File: config.mk
export PLATFORM = sky130hd
export DESIGN_NAME = perf_monitor
export DESIGN_NICKNAME = d
export VERILOG_FILES = /design/src/rtl/pmu_pkg.sv /design/src/rtl/pmu_event_select.sv /design/src/rtl/pmu_counter.sv /design/src/rtl/perf_monitor.sv
export SDC_FILE = /design/constraint.sdc
export NUM_CORES = 1
export LEC_CHECK = 0
export ABC_AREA = 1
export ABC_CLOCK_PERIOD_IN_PS = 2300
export BUFFER_PORTS_ARGS = -buffer_cell sky130_fd_sc_hd__buf_2
export CORE_ASPECT_RATIO = 1.1
export CORE_MARGIN = 2
export CORE_UTILIZATION = 45
export DETAILED_ROUTE_END_ITERATION = 6
export HOLD_SLACK_MARGIN = 0.06
export PLACE_DENSITY = 0.6
export SYNTH_ARGS = -nofsm -noshare
export SYNTH_HDL_FRONTEND = slang
export SYNTH_HIERARCHICAL = 1
export SYNTH_SLANG_ARGS = --single-unit
File: constraint.sdc
create_clock -name clk -period 2.3 [get_ports clk]
set_clock_uncertainty 0.15 [all_clocks]
set_input_delay 0.115 -clock clk [delete_from_list [all_inputs] [get_ports clk]]
set_output_delay 0.115 -clock clk [all_outputs]
set_load 0.05 [all_outputs]
File: src/rtl/pmu_pkg.sv
package pmu_pkg;

    localparam int REG_W    = 32;
    localparam int NUM_CNT  = 3;

    // counter indices
    localparam int IDX_CYC  = 0;
    localparam int IDX_GEN0 = 1;
    localparam int IDX_GEN1 = 2;

    // control register bit positions
    localparam int B_EN     = 0;
    localparam int B_RSTGEN = 1;
    localparam int B_RSTCYC = 2;
    localparam int B_DIV    = 3;
    localparam int B_IE_LO  = 4;
    localparam int B_OV_LO  = 8;
    localparam int B_SEL1   = 12;
    localparam int B_SEL0   = 20;

    // flag / enable order inside the 3-bit groups: gen0, gen1, cycle
    localparam int F_GEN0   = 0;
    localparam int F_GEN1   = 1;
    localparam int F_CYC    = 2;

endpackage

File: src/rtl/pmu_event_select.sv
module pmu_event_select #(
    parameter int NUM_EVENTS = 19,
    parameter int SEL_W      = 8
) (
    input  logic [NUM_EVENTS-1:0] evt,
    input  logic [SEL_W-1:0]      sel,
    output logic                  hit
);
    // codes outside the bus (park code, cycle code) never hit
    always_comb begin
        hit = 1'b0;
        for (int i = 0; i < NUM_EVENTS; i++) begin
            if (sel == SEL_W'(i)) hit = evt[i];
        end
    end
endmodule

File: src/rtl/pmu_counter.sv
module pmu_counter #(
    parameter int CNT_W = 32
) (
    input  logic             clk,
    input  logic             rst_n,
    input  logic             clr,
    input  logic             ld,
    input  logic [CNT_W-1:0] ld_val,
    input  logic             inc,
    output logic [CNT_W-1:0] cnt,
    output logic             wrap
);
    logic [CNT_W-1:0] cnt_d, cnt_q;

    always_comb begin
        cnt_d = cnt_q;
        wrap  = 1'b0;
        if (clr) begin
            cnt_d = '0;
        end else if (ld) begin
            cnt_d = ld_val;
        end else if (inc) begin
            cnt_d = cnt_q + 1'b1;
            wrap  = (cnt_q == '1);
        end
    end

    always_ff @(posedge clk) begin
        if (!rst_n) cnt_q <= '0;
        else        cnt_q <= cnt_d;
    end

    assign cnt = cnt_q;
endmodule

File: src/rtl/perf_monitor.sv
module perf_monitor
    import pmu_pkg::*;
#(
    parameter int CNT_W      = 32,
    parameter int NUM_EVENTS = 19,
    parameter int SEL_W      = 8,
    parameter int PRESC_W    = 6
) (
    input  logic                  clk,
    input  logic                  rst_n,
    input  logic                  reg_valid,
    input  logic                  reg_write,
    input  logic [1:0]            reg_addr,
    input  logic [REG_W-1:0]      reg_wdata,
    output logic [REG_W-1:0]      reg_rdata,
    input  logic [NUM_EVENTS-1:0] evt_in,
    output logic                  irq
);
    typedef struct packed {
        logic               en;
        logic               div;
        logic [2:0]         ie;
        logic [2:0]         ovf;
        logic [SEL_W-1:0]   sel0;
        logic [SEL_W-1:0]   sel1;
        logic [PRESC_W-1:0] presc;
    } state_t;

    state_t st_d, st_q;

    logic             wr_ctl;
    logic             clr_gen, clr_cyc;
    logic [NUM_CNT-1:0] clr_v, ld_v, inc_v, wrap_v;
    logic [CNT_W-1:0] cnt_v [NUM_CNT];
    logic             hit0, hit1;

    logic unused_wbits;
    assign unused_wbits = ^{reg_wdata[31:28], reg_wdata[11], reg_wdata[7]};

    assign wr_ctl  = reg_valid && reg_write && (reg_addr == 2'd0);
    assign clr_gen = wr_ctl && reg_wdata[B_RSTGEN];
    assign clr_cyc = wr_ctl && reg_wdata[B_RSTCYC];

    pmu_event_select #(.NUM_EVENTS(NUM_EVENTS), .SEL_W(SEL_W)) u_sel0 (
        .evt(evt_in), .sel(st_q.sel0), .hit(hit0)
    );
    pmu_event_select #(.NUM_EVENTS(NUM_EVENTS), .SEL_W(SEL_W)) u_sel1 (
        .evt(evt_in), .sel(st_q.sel1), .hit(hit1)
    );

    always_comb begin
        clr_v[IDX_CYC]  = clr_cyc;
        clr_v[IDX_GEN0] = clr_gen;
        clr_v[IDX_GEN1] = clr_gen;
        inc_v[IDX_CYC]  = st_q.en && (!st_q.div || (st_q.presc == '1));
        inc_v[IDX_GEN0] = st_q.en && hit0;
        inc_v[IDX_GEN1] = st_q.en && hit1;
        for (int i = 0; i < NUM_CNT; i++) begin
            ld_v[i] = reg_valid && reg_write && (reg_addr == 2'(i + 1));
        end
    end

    for (genvar g = 0; g < NUM_CNT; g++) begin : g_cnt
        pmu_counter #(.CNT_W(CNT_W)) u_cnt (
            .clk    (clk),
            .rst_n  (rst_n),
            .clr    (clr_v[g]),
            .ld     (ld_v[g]),
            .ld_val (reg_wdata[CNT_W-1:0]),
            .inc    (inc_v[g]),
            .cnt    (cnt_v[g]),
            .wrap   (wrap_v[g])
        );
    end

    // next-state of control/status
    always_comb begin
        logic [2:0] ack;
        logic [2:0] set;
        st_d = st_q;
        ack  = 3'b000;
        set  = {wrap_v[IDX_CYC], wrap_v[IDX_GEN1], wrap_v[IDX_GEN0]};
        if (wr_ctl) begin
            st_d.en   = reg_wdata[B_EN];
            st_d.div  = reg_wdata[B_DIV];
            st_d.ie   = reg_wdata[B_IE_LO +: 3];
            st_d.sel0 = reg_wdata[B_SEL0 +: SEL_W];
            st_d.sel1 = reg_wdata[B_SEL1 +: SEL_W];
            ack       = reg_wdata[B_OV_LO +: 3];
        end
        st_d.ovf = (st_q.ovf & ~ack) | set;
        if (clr_cyc)      st_d.presc = '0;
        else if (st_q.en) st_d.presc = st_q.presc + 1'b1;
    end

    always_ff @(posedge clk) begin
        if (!rst_n) st_q <= '0;
        else        st_q <= st_d;
    end

    always_comb begin
        reg_rdata = '0;
        case (reg_addr)
            2'd0: begin
                reg_rdata[B_EN]              = st_q.en;
                reg_rdata[B_DIV]             = st_q.div;
                reg_rdata[B_IE_LO +: 3]      = st_q.ie;
                reg_rdata[B_OV_LO +: 3]      = st_q.ovf;
                reg_rdata[B_SEL1 +: SEL_W]   = st_q.sel1;
                reg_rdata[B_SEL0 +: SEL_W]   = st_q.sel0;
            end
            2'd1:    reg_rdata = REG_W'(cnt_v[IDX_CYC]);
            2'd2:    reg_rdata = REG_W'(cnt_v[IDX_GEN0]);
            default: reg_rdata = REG_W'(cnt_v[IDX_GEN1]);
        endcase
    end

    assign irq = |(st_q.ovf & st_q.ie);

    // ---------------- assertions ----------------
    for (genvar g = 0; g < NUM_CNT; g++) begin : g_chk
        localparam int FL = (g == IDX_CYC) ? F_CYC : g - 1;
        assert_wrap_zero_R6: assert property (@(posedge clk) disable iff (!rst_n)
            $rose(st_q.ovf[FL]) |-> (cnt_v[g] == '0));
    end

    assert_halt_R2: assert property (@(posedge clk) disable iff (!rst_n)
        (!st_q.en && !reg_valid) |=> ($stable(cnt_v[IDX_CYC]) && $stable(cnt_v[IDX_GEN0])
                                      && $stable(cnt_v[IDX_GEN1])));

    assert_prescale_R3: assert property (@(posedge clk) disable iff (!rst_n)
        (st_q.en && st_q.div && !reg_valid && (st_q.presc != '1)) |=> $stable(cnt_v[IDX_CYC]));

    assert_gen_clear_R5: assert property (@(posedge clk) disable iff (!rst_n)
        clr_gen |=> ((cnt_v[IDX_GEN0] == '0) && (cnt_v[IDX_GEN1] == '0)));

    assert_irq_source_R8: assert property (@(posedge clk) disable iff (!rst_n)
        irq |-> (st_q.ovf != 3'b000));

endmodule

==> impl_summary.txt, run 1 <==
----------------------------------------------------
[Critical path]
  Type of destination of the critical path ... register
  Critical path class ... reg -> reg
  Slowest cell on the critical path ... sky130_fd_sc_hd__dfxtp_4
  Data arrival time of the worst path ... 2.53 ns
  Stage delay of the slowest cell on the critical path ... ~0.35 ns
  CP dominant cell by count ... sky130_fd_sc_hd__nand2_1
  Largest fanout of any net on the critical path ... 7
  CP Buf/Inv Count ... 4
  Critical path startpoint category ... register
  Sequence of cells on the critical path ... or2_4 > nor3_4 > nand2_1 > o21ai_1 > inv_1 > nand2_1 > nand4_2 > nand2_1 > inv_2 > nor2_4 > buf_8 > nand2_1 > nand3_1 > nand2_1 > inv_1
  Largest delay share family, worst path ... simple AND/OR/NAND/NOR gates
  Data required time of the critical path ... 2.52 ns

[Route]
  Iteration count of the initial detailed-routing pass ... 5
  Detailed Route Iter0 Violations ... around 1000
  Final routed wirelength across all metal layers ... roughly 36 mm
  Count of antenna-violating nets left after detailed routing ... 0
  Post-DR wirelength/cell ... ~19 um
  DRC viols ... 0
  Via density ... 5.525
  Via count ... between 10000 and 15000

[Timing]
  Maximum clock rate ... 434.1 MHz
  Final setup violating endpoints ... 1
  Headroom to the max-slew limit ... approximately half
  Minimum period implied by the final worst setup slack ... about 2.3 ns
  Unrepaired setup endpoints after global routing ... yes
  Transition time at the pin with the least slew margin ... 0.7353 ns
  Worst-case setup margin in the final layout ... -0.003761 ns
  Final worst-path cycle share ... 100.2%
  Final Hold Vio Count ... 0
  Final-report max-slew violation count ... 0

[Synth]
  Mapped Avg Cell Area ... roughly 6 sq um
  Number of enable-type register cells in the synthesized netlist ... 0
  Post-synthesis sequential area ratio ... a little over a quarter
  Flop and latch count out of synthesis ... 126
  Most common flop cell mapped by yosys ... sky130_fd_sc_hd__dfxtp_1
  Syn Nets ... roughly 1600
  Yosys top cell area share ... about 27%
  Top cells by area, synth ... sky130_fd_sc_hd__dfxtp_1 (27%), sky130_fd_sc_hd__nand2_1 (19%), sky130_fd_sc_hd__nand3_1 (7.4%)
  Post-Syn Instances ... between 1000 and 1500
  Library cell with the largest summed area after synthesis ... sky130_fd_sc_hd__dfxtp_1
  Total number of yosys warnings ... 6
  Post-synthesis cell area ... around 9000 sq um
  Fraction of registers with async set/reset ... 0%
  Count of different cell masters after synthesis ... 35

[Layout]
  Most common cell after layout, fill and taps aside ... sky130_fd_sc_hd__nand2_1
  Most frequent cells in the layout ... sky130_fd_sc_hd__nand2_1 (460), sky130_fd_sc_hd__nor2_1 (157), sky130_fd_sc_hd__nand3_1 (135)
  Final cell area excluding filler cells ... 11450 sq um
  Net total in the final layout ... 1702
  Count of antenna diodes in the layout ... 0
  Fraction of final layout cells with drive strength greater than 1 ... between 20% and 30%
  Area overhead of the layout relative to synthesis ... 23.55%

[Power]
  Power Density ... 541.5 nW/um^2
  PnR Total Power ... around 0.0062 W
  Static leakage ... ~4.4 nW
  Peak supply drop ... between 500 and 600 uV

[Global route]
  Pin count of the biggest net entering global routing ... 33
  Initial antenna violation count ... 0
  Via count of the first global-routing pass ... about 10000
  Total track usage ... between 30 and 40%
  First-pass GRT wire length ... 54.86 mm
  Overflow after GRT ... 0

[Hold path]
  Hold/Removal Path Class ... in -> reg

[Floorplan]
  Effective utilization at floorplan ... 45.51%
  Floorplan die height ... around 150 um
  CORE AREA ... ~20000 sq um
  Top-Level Pins ... 90
  Row cnt ... 55
  DIE AREA ... roughly 22000 sq um
  Die span in x ... 140.9 um

[Clocking]
  Number of buffers added by the clock tree synthesis step ... 17
  Number of clock sinks ... 126
  CTS H-tree depth ... 4
  Clock latency on the worst-skew pair ... roughly 0.43 ns
  CTS tree ... done
  Maximum number of buffers from clock root to sink ... 2
  Clock transition at the register clock pins on the worst setup and hold paths after CTS ... about 0.060 ns
  CTS Root Buffer Type ... sky130_fd_sc_hd__clkbuf_16

[Placed design]
  Final weighted congestion of routability-driven global placement ... 0.9734
  Worst slack at placement ... -0.2238 ns
  Cell area after placement ... 10140 sq um
  Port bufs ... 89
  Total half-perimeter wirelength after legalization and detailed placement ... 27.16 mm

[Status]
  Outcome ... complete, but fails checks
  Violated checks ... setup timing

[Job]
  Max Cap Viol ... 0

----------------------------------------------------
## per-stage QoR
stage | TNS (ns) | std cells | utilization, % | hold slack (ns)
6_report | -0.003761 | 1910 | 56.23 | 0.1239
5_1_grt | -1.803 | 1910 | 56.23 | 0.1375
4_1_cts | 0 | 1905 | 54.87 | 0.1017
3_5_place_dp | -0.6226 | 1840 | 49.76 | 0.3179
3_3_place_gp | -0.4148 | 1840 | 49.76 | 0.3183
2_1_floorplan | 0 | 1499 | - | 0.1007
## routing by layer
| layer | vias up | share of wire (%) | GRT usage, % | wire length, um |
|---|---|---|---|---|
| li1 | 5177 | - | - | - |
| met1 | 4866 | 41 | 41.91 | 14960 |
| met2 | 424 | 48 | 54.80 | 17260 |
| met3 | 85 | 7.1 | 6.130 | 2588 |
| met4 | 0 | 4.1 | 13.00 | 1498 |
| met5 | - | 0 | 0 | 0 |
## cells by family (layout without fill, tap and decap cells)
group	count (synthesis)	in the layout	share of synthesized area, %
simple gates	925	925	46.00
compound gates	218	218	14.24
buf+inv	194	349	8.989
flops	126	126	27.21
xor+xnor	32	32	3.023
fa+ha+maj	4	4	0.5399
## registers in the layout, indices dropped and copies added (netlist names)
name / count
st_q: 30
g_cnt.u_cnt/cnt: 96
## layout make-up
type | count | area, sq um
clock buffer | 20 | 466.7
tap | 256 | 320.3
timing repair buffer | 169 | 1232
multi-input combinational | 1179 | 6121
clock inverter | 12 | 206.4
sequential | 126 | 2546
fill | 2050 | 8916
inverter | 148 | 560.5
## cells in the mapped netlist (12+ instances only)
cell                      number
sky130_fd_sc_hd__a21oi_1      86
sky130_fd_sc_hd__a22oi_1      69
sky130_fd_sc_hd__buf_2        26
sky130_fd_sc_hd__dfxtp_1     126
sky130_fd_sc_hd__inv_1       135
sky130_fd_sc_hd__nand2_1     468
sky130_fd_sc_hd__nand2_2      27
sky130_fd_sc_hd__nand3_1     137
sky130_fd_sc_hd__nand4_1      41
sky130_fd_sc_hd__nor2_1      166
sky130_fd_sc_hd__nor2_2       13
sky130_fd_sc_hd__nor2_4       35
sky130_fd_sc_hd__o21ai_0      34
sky130_fd_sc_hd__or2_2        12
sky130_fd_sc_hd__xor2_1       25
## worst paths after layout
path,start,endpoint,slack [ns],cells past startpoint
worst max-delay path,st_q[19],g_cnt[1].u_cnt/cnt[1],-0.004,15
worst max register to register,st_q[19],g_cnt[1].u_cnt/cnt[1],-0.004,15
worst min register to register,st_q[22],st_q[22],0.33,2
worst min-delay path,reg_addr[0],g_cnt[1].u_cnt/cnt[4],0.12,5
## worst register-to-register path: stages, from the launching register on
cell                      delay, ns
sky130_fd_sc_hd__dfxtp_4       0.35
sky130_fd_sc_hd__or2_4         0.27
sky130_fd_sc_hd__nor3_4        0.21
sky130_fd_sc_hd__nand2_1       0.08
sky130_fd_sc_hd__o21ai_1       0.11
sky130_fd_sc_hd__inv_1         0.05
sky130_fd_sc_hd__nand2_1       0.07
sky130_fd_sc_hd__nand4_2       0.09
sky130_fd_sc_hd__nand2_1       0.10
sky130_fd_sc_hd__inv_2         0.07
sky130_fd_sc_hd__nor2_4        0.22
sky130_fd_sc_hd__buf_8         0.19
sky130_fd_sc_hd__nand2_1       0.06
sky130_fd_sc_hd__nand3_1       0.07
sky130_fd_sc_hd__nand2_1       0.07
sky130_fd_sc_hd__inv_1         0.08
## where the power goes
group / internal, W / switching, W / total [W]
clock: 0.00202 / 0.00111 / 0.00313
sequential: 0.00223 / 0.0000841 / 0.00232
combinational: 0.000263 / 0.000486 / 0.000749
## what timing repair did
action                                  4_1_cts  5_1_grt
endpoints found under the setup margin       50       61
cloned                                        0        3
gates resized for setup                      18       61
hold buffers                                 33        0
pin swaps                                     5       31
endpoints found under the hold margin       123        0
setup buffers                                 0        2
No activity file was read; power rests on OpenSTA's default activity.
==> run 2: changes to the inputs <==
--- a/config.mk
+++ b/config.mk
@@ -11,6 +11,7 @@
 export CORE_ASPECT_RATIO = 1.1
 export CORE_MARGIN = 2
 export CORE_UTILIZATION = 45
+export CTS_BUF_LIST = sky130_fd_sc_hd__clkbuf_4 sky130_fd_sc_hd__clkbuf_8
 export DETAILED_ROUTE_END_ITERATION = 6
 export HOLD_SLACK_MARGIN = 0.06
 export PLACE_DENSITY = 0.6
==> impl_summary.txt, run 2 (synthesized netlist as in run 1, its figures left out) <==
----------------------------------------------------
[Clocking]
  Number of buffers added by the clock tree synthesis step ... 17 (unchanged)
  Number of clock sinks ... 126 (unchanged)
  Clock transition at the register clock pins on the worst setup and hold paths after CTS ... 0.09 ns (+0.03 ns)
  Maximum number of buffers from clock root to sink ... 2 (unchanged)
  Clock latency on the worst-skew pair ... 0.47 ns (+0.04 ns)
  CTS H-tree depth ... 4 (unchanged)
  CTS Root Buffer Type ... sky130_fd_sc_hd__clkbuf_8
  CTS tree ... done

[Timing]
  Transition time at the pin with the least slew margin ... 0.7319 ns (-0.003379 ns)
  Final worst-path cycle share ... 97.92% (-2.2 points)
  Minimum period implied by the final worst setup slack ... 2.252 ns (-0.05163 ns)
  Total negative slack for setup checks ... 0 ns (+0.003761 ns)
  Final-report max-slew violation count ... 0 (unchanged)
  Maximum clock rate ... 444.0 MHz (+2.3%)
  Unrepaired setup endpoints after global routing ... yes
  Smallest hold slack ... 0.09369 ns (-0.03021 ns)
  Final Hold Vio Count ... 0 (unchanged)
  Headroom to the max-slew limit ... 51.02% (+0.23 points)
  Worst-case setup margin in the final layout ... 0.04787 ns (+0.05163 ns)
  Final setup violating endpoints ... 0 (-1)

[Route]
  Count of antenna-violating nets left after detailed routing ... 0 (unchanged)
  Via count ... 10630 (+0.74%)
  Iteration count of the initial detailed-routing pass ... 5 (unchanged)
  Via density ... 5.557 (+0.58%)
  DRC viols ... 0 (unchanged)
  Detailed Route Iter0 Violations ... 960 (-5.4%)
  Final routed wirelength across all metal layers ... 36.19 mm (-0.33%)
  Post-DR wirelength/cell ... 18.92 um (-0.48%)

[Power]
  PnR Total Power ... 0.005467 W (-12%)
  Static leakage ... 4.345 nW (-1.5%)
  Peak supply drop ... 345.3 uV (-37%)
  Power Density ... 482.1 nW/um^2 (-11%)

[Status]
  Outcome ... finished, final reports clean

[Critical path]
  Data arrival time of the worst path ... 2.46 ns (-0.07 ns)
  Data required time of the critical path ... 2.51 ns (about the same)
  Critical path startpoint category ... register
  Largest fanout of any net on the critical path ... 12 (+5)
  Type of destination of the critical path ... register
  Critical path class ... reg -> reg
  Slack of the worst reg-to-reg path ... 0.05 ns (+0.05 ns)

[Floorplan]
  CORE AREA ... 20370 sq um (unchanged)
  Top-Level Pins ... 90 (unchanged)
  DIE AREA ... 21770 sq um (unchanged)
  Floorplan die height ... 154.5 um (unchanged)
  Effective utilization at floorplan ... 45.51% (unchanged)
  Row cnt ... 55 (unchanged)
  Die span in x ... 140.9 um (unchanged)

[Placed design]
  Worst slack at placement ... -0.2238 ns (unchanged)
  Final weighted congestion of routability-driven global placement ... 0.9734 (unchanged)
  Port bufs ... 89 (unchanged)
  Total half-perimeter wirelength after legalization and detailed placement ... 27.16 mm (unchanged)

[Layout]
  Max FFs per register ... 96 (unchanged)
  Most common cell after layout, fill and taps aside ... sky130_fd_sc_hd__nand2_1
  Final core occ ... 55.68% (-0.55 points)
  Count of antenna diodes in the layout ... 0 (unchanged)
  Net total in the final layout ... 1705 (+0.18%)
  Area overhead of the layout relative to synthesis ... 22.34%
  Fraction of final layout cells with drive strength greater than 1 ... 21.12% (+0.57 points)
  Fillers ... 2077 (+1.3%)
  Multi-input gate area ... 6143 sq um (+0.37%)
  Sequential Area ... 2549 sq um (about the same)
  Most frequent cells in the layout ... sky130_fd_sc_hd__nand2_1 (458), sky130_fd_sc_hd__nor2_1 (157), sky130_fd_sc_hd__inv_1 (128)

[Global route]
  Overflow after GRT ... 0 (unchanged)
  Initial antenna violation count ... 0 (unchanged)
  First-pass GRT wire length ... 54.52 mm (-0.62%)
  Total track usage ... 32.57% (-0.23 points)
  Pin count of the biggest net entering global routing ... 33 (unchanged)
  Via count of the first global-routing pass ... 9746 (+0.24%)

[Hold path]
  Hold/Removal Path Class ... in -> reg

[Job]
  Max Cap Viol ... 0 (unchanged)

----------------------------------------------------
## run 2: area by class of cell
type / instances / share of cell area, %
repair buffers: 172 / 11.29
inverters: 148 / 4.998
flip-flops and latches: 126 / 22.47
clock buffers: 20 / 2.427
clock inverters: 12 / 1.820
well taps: 256 / 2.824
multi-input cells: 1179 / 54.17
## run 2: timing repair
action	CTS	global route
endpoints found under the hold margin	126	0
setup endpoints to repair	50	61
hold buffers	34	0
gates cloned	0	4
buffers inserted	0	3
resized for setup	19	72
pin swaps	5	20
## run 2: power breakdown
| part | internal (W) | switching, W |
|---|---|---|
| clock | 0.00139 | 0.00102 |
| sequential | 0.00223 | 0.0000829 |
| combinational | 0.000263 | 0.000483 |
| total | 0.00388 | 0.00158 |
## run 2: path summary, 6_finish.rpt
kind,startpoint,end,depth (start not counted)
setup / recovery,st_q[19],g_cnt[1].u_cnt/cnt[20],14
hold / removal,reg_addr[1],g_cnt[0].u_cnt/cnt[3],4
setup reg to reg,st_q[19],g_cnt[1].u_cnt/cnt[20],14
hold reg to reg,st_q[22],st_q[22],2
## run 2: critical path, cell delays in order, from the launching register on
cell and delay, ns:
sky130_fd_sc_hd__dfxtp_4 0.36, sky130_fd_sc_hd__or2_4 0.27, sky130_fd_sc_hd__nor3_4 0.16, sky130_fd_sc_hd__nand2_1 0.08
sky130_fd_sc_hd__o21ai_1 0.11, sky130_fd_sc_hd__inv_1 0.04, sky130_fd_sc_hd__nand2_1 0.07, sky130_fd_sc_hd__nand4_2 0.08
sky130_fd_sc_hd__nand2_1 0.10, sky130_fd_sc_hd__inv_2 0.06, sky130_fd_sc_hd__nand2_4 0.10, sky130_fd_sc_hd__clkinvlp_4 0.17
sky130_fd_sc_hd__clkbuf_16 0.22, sky130_fd_sc_hd__nand3_1 0.09, sky130_fd_sc_hd__a21oi_1 0.06
## run 2: layer usage
| metal | wire, um | up-vias | track usage, % |
|---|---|---|---|
| met5 | 0 | - | 0 |
| met4 | 1516 | 0 | 14.62 |
| met3 | 2510 | 89 | 4.644 |
| met2 | 16940 | 466 | 54.12 |
| met1 | 15210 | 4891 | 42.05 |
| li1 | - | 5184 | - |
## run 2: metrics by stage
stage | instance area, sq um | std cells
floorplan | 9270 | 1499
global route | 11340 | 1913
detailed placement | 10140 | 1840
finish | 11340 | 1913
global placement | 10140 | 1840
CTS | 11000 | 1906
